### config.mk
export PLATFORM = sky130hd
export DESIGN_NAME = legacy_cfg_port
export DESIGN_NICKNAME = d
export VERILOG_FILES = /design/src/rtl/legacy_cfg_pkg.sv /design/src/rtl/legacy_cfg_decode.sv /design/src/rtl/legacy_cfg_filter.sv /design/src/rtl/legacy_cfg_store.sv /design/src/rtl/legacy_cfg_port.sv
export SDC_FILE = /design/constraint.sdc
export NUM_CORES = 2
export LEC_CHECK = 0
export BUFFER_PORTS_ARGS = -buffer_cell sky130_fd_sc_hd__buf_2
export CAP_MARGIN = 20
export CORE_ASPECT_RATIO = 2
export CORE_MARGIN = 5
export CORE_UTILIZATION = 40
export CTS_BUF_LIST = sky130_fd_sc_hd__clkbuf_2 sky130_fd_sc_hd__clkbuf_4 sky130_fd_sc_hd__clkbuf_8
export DETAILED_ROUTE_END_ITERATION = 8
export MAX_ROUTING_LAYER = met4
export PLACE_DENSITY = 0.64
export SKIP_LAST_GASP = 1
export SLEW_MARGIN = 20
export SYNTH_ARGS = -nofsm -noshare
export SYNTH_HDL_FRONTEND = slang
export SYNTH_SLANG_ARGS = --single-unit
### constraint.sdc
create_clock -name clk -period 3.57 [get_ports clk]
set_input_delay 0.357 -clock clk [delete_from_list [all_inputs] [get_ports clk]]
set_output_delay 0.357 -clock clk [all_outputs]
set_load 0.05 [all_outputs]
### src/rtl/legacy_cfg_pkg.sv
package legacy_cfg_pkg;

    localparam int IDX_W    = 8;
    localparam int NUM_REGS = 1 << IDX_W;

    typedef enum logic [1:0] {
        ACC_OPEN   = 2'd0,
        ACC_LOCKED = 2'd1,
        ACC_PINNED = 2'd2
    } access_e;

    // Write policy per index
    function automatic access_e classify(input logic [IDX_W-1:0] idx);
        access_e acc;
        if (idx < 8'hE0) begin
            acc = ACC_LOCKED;
        end else if (idx == 8'hE7 || idx == 8'hE8) begin
            acc = ACC_PINNED;
        end else if (idx == 8'hF7 || (idx >= 8'hF9 && idx <= 8'hFB) || idx >= 8'hFD) begin
            acc = ACC_LOCKED;
        end else begin
            acc = ACC_OPEN;
        end
        return acc;
    endfunction

    // The only value a pinned entry accepts, which is also its reset value
    function automatic logic [7:0] pinned_value(input logic [IDX_W-1:0] idx);
        logic [7:0] v;
        case (idx)
            8'hE7:   v = 8'hFE;
            8'hE8:   v = 8'hBE;
            default: v = 8'h00;
        endcase
        return v;
    endfunction

endpackage

### src/rtl/legacy_cfg_decode.sv
module legacy_cfg_decode #(
    parameter int                ADDR_W     = 16,
    parameter logic [ADDR_W-1:0] INDEX_ADDR = 16'h03F0,
    parameter logic [ADDR_W-1:0] DATA_ADDR  = 16'h03F1
) (
    input  logic              bus_wr,
    input  logic              bus_rd,
    input  logic [ADDR_W-1:0] bus_addr,
    output logic              idx_wr,
    output logic              dat_wr,
    output logic              idx_rd,
    output logic              dat_rd
);
    logic hit_idx;
    logic hit_dat;

    always_comb begin
        hit_idx = (bus_addr == INDEX_ADDR);
        hit_dat = (bus_addr == DATA_ADDR);
        idx_wr  = bus_wr && hit_idx;
        dat_wr  = bus_wr && hit_dat;
        idx_rd  = bus_rd && hit_idx;
        dat_rd  = bus_rd && hit_dat;
    end
endmodule

### src/rtl/legacy_cfg_filter.sv
module legacy_cfg_filter
    import legacy_cfg_pkg::*;
(
    input  logic             dat_wr,
    input  logic [IDX_W-1:0] index,
    input  logic [7:0]       wdata,
    output logic             commit,
    output logic             reject
);
    access_e acc;
    logic    allow;

    always_comb begin
        acc = classify(index);
        unique case (acc)
            ACC_OPEN:   allow = 1'b1;
            ACC_PINNED: allow = (wdata == pinned_value(index));
            default:    allow = 1'b0;
        endcase
        commit = dat_wr && allow;
        reject = dat_wr && !allow;
    end
endmodule

### src/rtl/legacy_cfg_store.sv
module legacy_cfg_store
    import legacy_cfg_pkg::*;
(
    input  logic             clk,
    input  logic             rst_n,
    input  logic             we,
    input  logic [IDX_W-1:0] waddr,
    input  logic [7:0]       wdata,
    input  logic [IDX_W-1:0] raddr,
    output logic [7:0]       rdata
);
    logic [7:0] mem_d [NUM_REGS];
    logic [7:0] mem_q [NUM_REGS];
    logic [7:0] rst_val [NUM_REGS];

    for (genvar g = 0; g < NUM_REGS; g++) begin : g_rst
        assign rst_val[g] = pinned_value(IDX_W'(g));
    end

    always_comb begin
        for (int i = 0; i < NUM_REGS; i++) begin
            mem_d[i] = mem_q[i];
        end
        if (we) begin
            mem_d[waddr] = wdata;
        end
    end

    always_ff @(posedge clk) begin
        for (int i = 0; i < NUM_REGS; i++) begin
            mem_q[i] <= rst_n ? mem_d[i] : rst_val[i];
        end
    end

    assign rdata = mem_q[raddr];
endmodule

### src/rtl/legacy_cfg_port.sv
module legacy_cfg_port
    import legacy_cfg_pkg::*;
#(
    parameter int                ADDR_W     = 16,
    parameter logic [ADDR_W-1:0] INDEX_ADDR = 16'h03F0,
    parameter logic [ADDR_W-1:0] DATA_ADDR  = 16'h03F1
) (
    input  logic              clk,
    input  logic              rst_n,
    input  logic              bus_wr,
    input  logic              bus_rd,
    input  logic [ADDR_W-1:0] bus_addr,
    input  logic [7:0]        bus_wdata,
    output logic [7:0]        rd_data,
    output logic              wr_reject
);
    typedef struct packed {
        logic [IDX_W-1:0] index;
        logic             reject;
    } port_state_t;

    port_state_t st_d;
    port_state_t st_q;

    logic       idx_wr;
    logic       dat_wr;
    logic       idx_rd;
    logic       dat_rd;
    logic       commit;
    logic       reject;
    logic [7:0] sel_byte;
    logic [IDX_W-1:0] index_q;

    legacy_cfg_decode #(
        .ADDR_W    (ADDR_W),
        .INDEX_ADDR(INDEX_ADDR),
        .DATA_ADDR (DATA_ADDR)
    ) decode_i (
        .bus_wr  (bus_wr),
        .bus_rd  (bus_rd),
        .bus_addr(bus_addr),
        .idx_wr  (idx_wr),
        .dat_wr  (dat_wr),
        .idx_rd  (idx_rd),
        .dat_rd  (dat_rd)
    );

    legacy_cfg_filter filter_i (
        .dat_wr(dat_wr),
        .index (st_q.index),
        .wdata (bus_wdata),
        .commit(commit),
        .reject(reject)
    );

    legacy_cfg_store store_i (
        .clk  (clk),
        .rst_n(rst_n),
        .we   (commit),
        .waddr(st_q.index),
        .wdata(bus_wdata),
        .raddr(st_q.index),
        .rdata(sel_byte)
    );

    always_comb begin
        st_d        = st_q;
        st_d.reject = reject;
        if (idx_wr) begin
            st_d.index = bus_wdata[IDX_W-1:0];
        end
    end

    always_ff @(posedge clk) begin
        if (!rst_n) begin
            st_q <= '0;
        end else begin
            st_q <= st_d;
        end
    end

    always_comb begin
        rd_data = 8'h00;
        if (idx_rd) begin
            rd_data = st_q.index;
        end else if (dat_rd) begin
            rd_data = sel_byte;
        end
    end

    assign index_q   = st_q.index;
    assign wr_reject = st_q.reject;
endmodule

======== After elaboration in Yosys (flattened, before gate mapping) ========
Memory sizes are Yosys's and may differ from the RTL's. A register that Yosys moved wholly into a read port is not among the register bits.
Index checks and enable logic that the tools add are counted.
word-level totals
  register bits ........................... 9
  bits in writable memories ............... 2048
  input bits .............................. 28
  output and inout bits ................... 9
  word-level logic and storage cells ...... 300
  memories ................................ 1
memories
  memory         depth  bits a word  rd ports  clocked after Yosys merged registers in  write ports  line                    text
  store_i.mem_q  256    8            257       1                                        256          legacy_cfg_store.sv:13  logic [7:0] mem_q [NUM_REGS];
cells by class
  order comparisons ....................... 6
  equal/unequal tests ..................... 7
  muxes and demuxes ....................... 270
  bitwise operators ....................... 1
  reduce and logical (&&, ||, !) cells .... 13
operator list
  cell                  number
  $mux 8                262
  $bwmux 2048           1
  $mux 2048             1
  $demux 8 s8           1
  $eq 16x10->1 const B  2
  $eq 8x8->1 const B    3
  $ge 8x8->1 const B    2
  $pmux 8 s2            1
  $ge 9x9->1 const B    1
  $lt 9x1->1 const B    1
  $not 8->9             1
  $eq 8x8->1            1
  $le 8x8->1 const B    1
  $logic_and 1x1->1     8
  $lt 8x8->1 const B    1
  $mux 2                2
  $logic_or 1x1->1      3
  $eq 2x2->1 const B    1
  $logic_not 2->1       1
  $pmux 1 s2            1
  $logic_not 1->1       1
  $mux 1                1

======== Longest topological paths before layout ========
  depth in word-level cells ............... 14
  gate-level depth with buffers ........... 13
  mapped depth without buffers ............ 7

======== Modules after synthesis ========
From an unflattened synthesis, not the netlist that was laid out.
unflattened totals
  cell total of the unflattened synthesis .. 10725
  area total of the unflattened synthesis .. 95713.0 µm²
by module, submodules not included
  module             times used  cells an instance  area each (µm²)  seq. area each (µm²)
  legacy_cfg_store   1           10658              95089.9          40999.3
  legacy_cfg_port    1           41                 430.4            180.2
  legacy_cfg_filter  1           16                 112.6            0.0
  legacy_cfg_decode  1           10                 80.1             0.0

======== Worst setup path after synthesis ========
Ideal clock, no wire load.
  path type ............................... reg2out
  start ................................... register with a tool-made name
  end ..................................... output port rd_data[4]
  arrival ................................. 3.729 ns
  data required time ...................... 3.213 ns
  setup slack ............................. -0.516 ns
  cell stages (with the launch flop) ...... 13
  buffers on the path ..................... 6
  cells stage by stage .................... dfxtp_1 > buf_4 > buf_4 > buf_4 > buf_2 > buf_4 > buf_2 > nand3_1 > o21ai_0 > a221oi_1 > a31oi_1 > a41oi_1 > o41ai_1
RTL lines
  item       line                   text
  to (decl)  legacy_cfg_port.sv:14  output logic [7:0] rd_data,

==> flow_metrics.tcl <==
set metrics [dict create \
    cts_buffers 282 \
    grt_use_total_pct 19.0 \
    grt_max_degree 233 \
    io_buffers 36 \
    place_ws_ns -0.480 \
    startpoint_type "flop" \
    gp_congestion 0.842 \
    fin_worst_skew_ns 0.0320 \
    slowest_stage "mux4_2" \
    synthArstFlopShare_pct 0 \
    crit_path_end_kind "output port" \
    synth_cell_type_count 71 \
    yosys.area.top_type_share_pct 55.4 \
    synth_cells 6380 \
    synth_area_leaders "dfxtp_1 55%, and2_1 16%, mux4_2 11%" \
    initial_core_util_pct 40.2 \
    die_h_microns 621 \
    finalSetupViolations 8 \
    syn_area_per_cell_sq_um 11.7 \
    p_leak_nw 32.9 \
    cp_cell_sequence "buf_12, buf_12, buf_4, mux4_2, a22oi_2, a21oi_1, buf_4, nor4_4, buf_4, a2111oi_4, buf_4, a32o_2, buf_12" \
    worst-path-buf-inv 7 \
    area_growth_pct 16.8 \
    slew_viol_final 0 \
    whs_path_depth 5 \
    fin_util_pct 46.9 \
    cellPowerDensity_mw_per_mm2 493 \
    worst-r2r-cell-count 9 \
    syn_nets 6408 \
    fmax_ghz 0.229 \
    htree_levels 5 \
    cp_data_required_time_ns 3.21 \
    globalRoute.totalOverflow 0 \
    final_area_sq_mm 0.0871 \
    cts_root_buf "clkbuf_8" \
    min_period_ns 4.36 \
    outcome "finished, violations left" \
    yosysWarnings 0 \
    relSlewSlack_pct 43.7 \
    num_vias 46500 \
    grt_pass1_wl_mm 286 \
    nets 6688 \
    dieWidth_microns 315 \
    rows 224 \
    rsz0062_at_grt "true" \
    violations "negative setup slack" \
    nFillCells 16500 \
    hold_class "input port to flop" \
    drv_cap 0 \
    clock_latency_ns 0.90 \
    dp_hpwl_mm 119 \
    clkTransAtPathRegs_ns 0.07 \
    drc 0 \
    ctsLongestPathBuffers 4 \
    wl_per_cell_microns 19.6 \
    max_stage_delay_ns 0.53 \
    antenna_found_initial 2 \
    dieArea_sq_mm 0.196 \
    arrival_ns 4.00 \
    cts_tree "built" \
    tritoncts_num_sinks 2065 \
    layout_setup_ws_ns -0.788 \
    worst_pin_slew_ns 0.844 \
    min_period_over_period_pct 122 \
    place_area_sq_mm 0.0798 \
    synth-main-ff-cell "dfxtp_1" \
    synth.ff_latch_count 2065 \
    postRouteAntennaNets 0 \
    path_depth 13 \
    avgViaCountPerCell 4.98 \
    cp_max_fo 6 \
    synth_area_sq_mm 0.0746 \
    synth-edff-count 0 \
    yosysSeqAreaShare_pct 55.4 \
    dr.pass1.iters 5 \
    critPathKind "flop to output port" \
    crit_top_cell "buf_4" \
    io_pins 37 \
    drive_gt1_share_pct 21.0 \
    ir_worst_vdd_uv 359 \
    coreArea_sq_mm 0.186 \
    critPathTopFamily "buffers and inverters" \
    routed_wl_mm 183 \
    first_global_vias 49300 \
    finalHoldViolCount 0 \
    synth_top_cell_by_area "dfxtp_1" \
    drt_iter0_markers 2498 \
]
## worst paths after layout
path                         start                     to  slack (ns)
max                           flop             rd_data[3]       -0.79
min                    bus_addr[0]                   flop        0.11
max reg2reg             index_q[3]  store_i.mem_q[226][5]        0.56
min reg2reg  store_i.mem_q[231][0]  store_i.mem_q[231][0]        0.44
## Yosys cell counts (8+ instances only)
cell type  count
dfxtp_1     2065
nand2b_1       9
buf_1         16
nor2b_1      116
a21oi_1       78
a221oi_1      20
and2_1      1855
o22ai_1       87
a22oi_1       27
or3_1          9
o221ai_1      76
inv_1          8
o31ai_1        9
a21boi_0      88
clkbuf_1     360
nand3_1      103
nand2_1      199
mux2i_1      411
a211oi_1      19
o21ai_0       57
o211ai_1       8
a22o_1        12
nor2_1        79
buf_4         44
nor4_1        13
and3_1        11
nor3_1        33
a31oi_1       11
mux4_2       369
or2_2         17
buf_2         64
mux2_2         9
## cell type report
cell class | instances | area (sq um) | area share (%)
diodes | 4 | 10.0 | 0.0115
clock buffers | 424 | 5410 | 6.21
clock inverters | 59 | 698 | 0.801
inverters | 11 | 45.0 | 0.0517
multi-input cells | 3819 | 31600 | 36.3
flip-flops and latches | 2065 | 41400 | 47.5
well taps | 2486 | 3110 | 3.57
repair buffers | 481 | 4890 | 5.62
## placed cells by master (no fill, tap or decap), types with 80 or more instances in the layout
master    count
mux4_2      369
dfxtp_1    2060
o22ai_1      80
clkbuf_8    356
mux2i_1     409
buf_4       336
nand2_1     196
a21boi_0     88
and2_1     1855
nor2b_1     113
nand3_1     102
## worst register-to-register path, delay by kind of cell, from the launching register on
| kind | cells | cell delay [ns] |
|---|---|---|
| AO/OA/AOI/OAI | 2 | 0.61 |
| buffers and inverters | 2 | 0.75 |
| flip-flops | 1 | 0.63 |
| AND/OR/NAND/NOR | 5 | 0.97 |
## kinds of logic after synthesis
| group | count (synthesis) | synth area share (%) |
|---|---|---|
| buffers and inverters | 496 | 2.83 |
| AO/OA/AOI/OAI | 556 | 5.28 |
| XOR/XNOR | 1 | 0.0117 |
| flip-flops | 2065 | 55.4 |
| multiplexers | 789 | 16.8 |
| AND/OR/NAND/NOR | 2473 | 19.7 |
## power breakdown
group	internal, W	switching (W)	total, W	leakage [nW]
clock network	0.0108	0.00877	0.0196	3.23
logic	0.0000927	0.000335	0.000428	13.1
registers	0.0230	0.00000000321	0.0230	16.6
total	0.0339	0.00911	0.0430	32.9
## flip-flops by register name (all words and copies together), names as in the netlist, named ones only
register	flops
index_q	8
store_i.mem_q	2048
wr_reject	1
## stage by stage
step / std cells / hold WS (ns) / TNS (ns) / power, W
floorplan: 6380 / 0.405 / 0 / 0.0238
detailed placement: 8812 / 0.432 / -1.48 / 0.0240
finish: 9349 / 0.108 / -5.83 / 0.0430
global placement: 8812 / 0.421 / -1.58 / 0.0240
CTS: 9332 / 0.0105 / -6.64 / 0.0436
global route: 9348 / 0.0906 / -6.84 / 0.0445
## layer usage
layer | vias to the layer above | wire (microns) | global-route usage (%)
met5 | - | 0 | -
met4 | 0 | 10600 | 9.72
met3 | 461 | 5620 | 2.20
met2 | 900 | 94700 | 33.9
met1 | 22800 | 72200 | 20.9
li1 | 22400 | - | -
## repair_timing
action                                  in CTS  in global routing
endpoints found under the hold margin      161                  0
resized for setup                           79                 39
hold buffers                                12                  0
endpoints found under the setup margin       8                  8
pin swaps                                   16                 16
buffers inserted                            17                 12
cloned                                       9                  1
(Power assumes the default switching activity.)
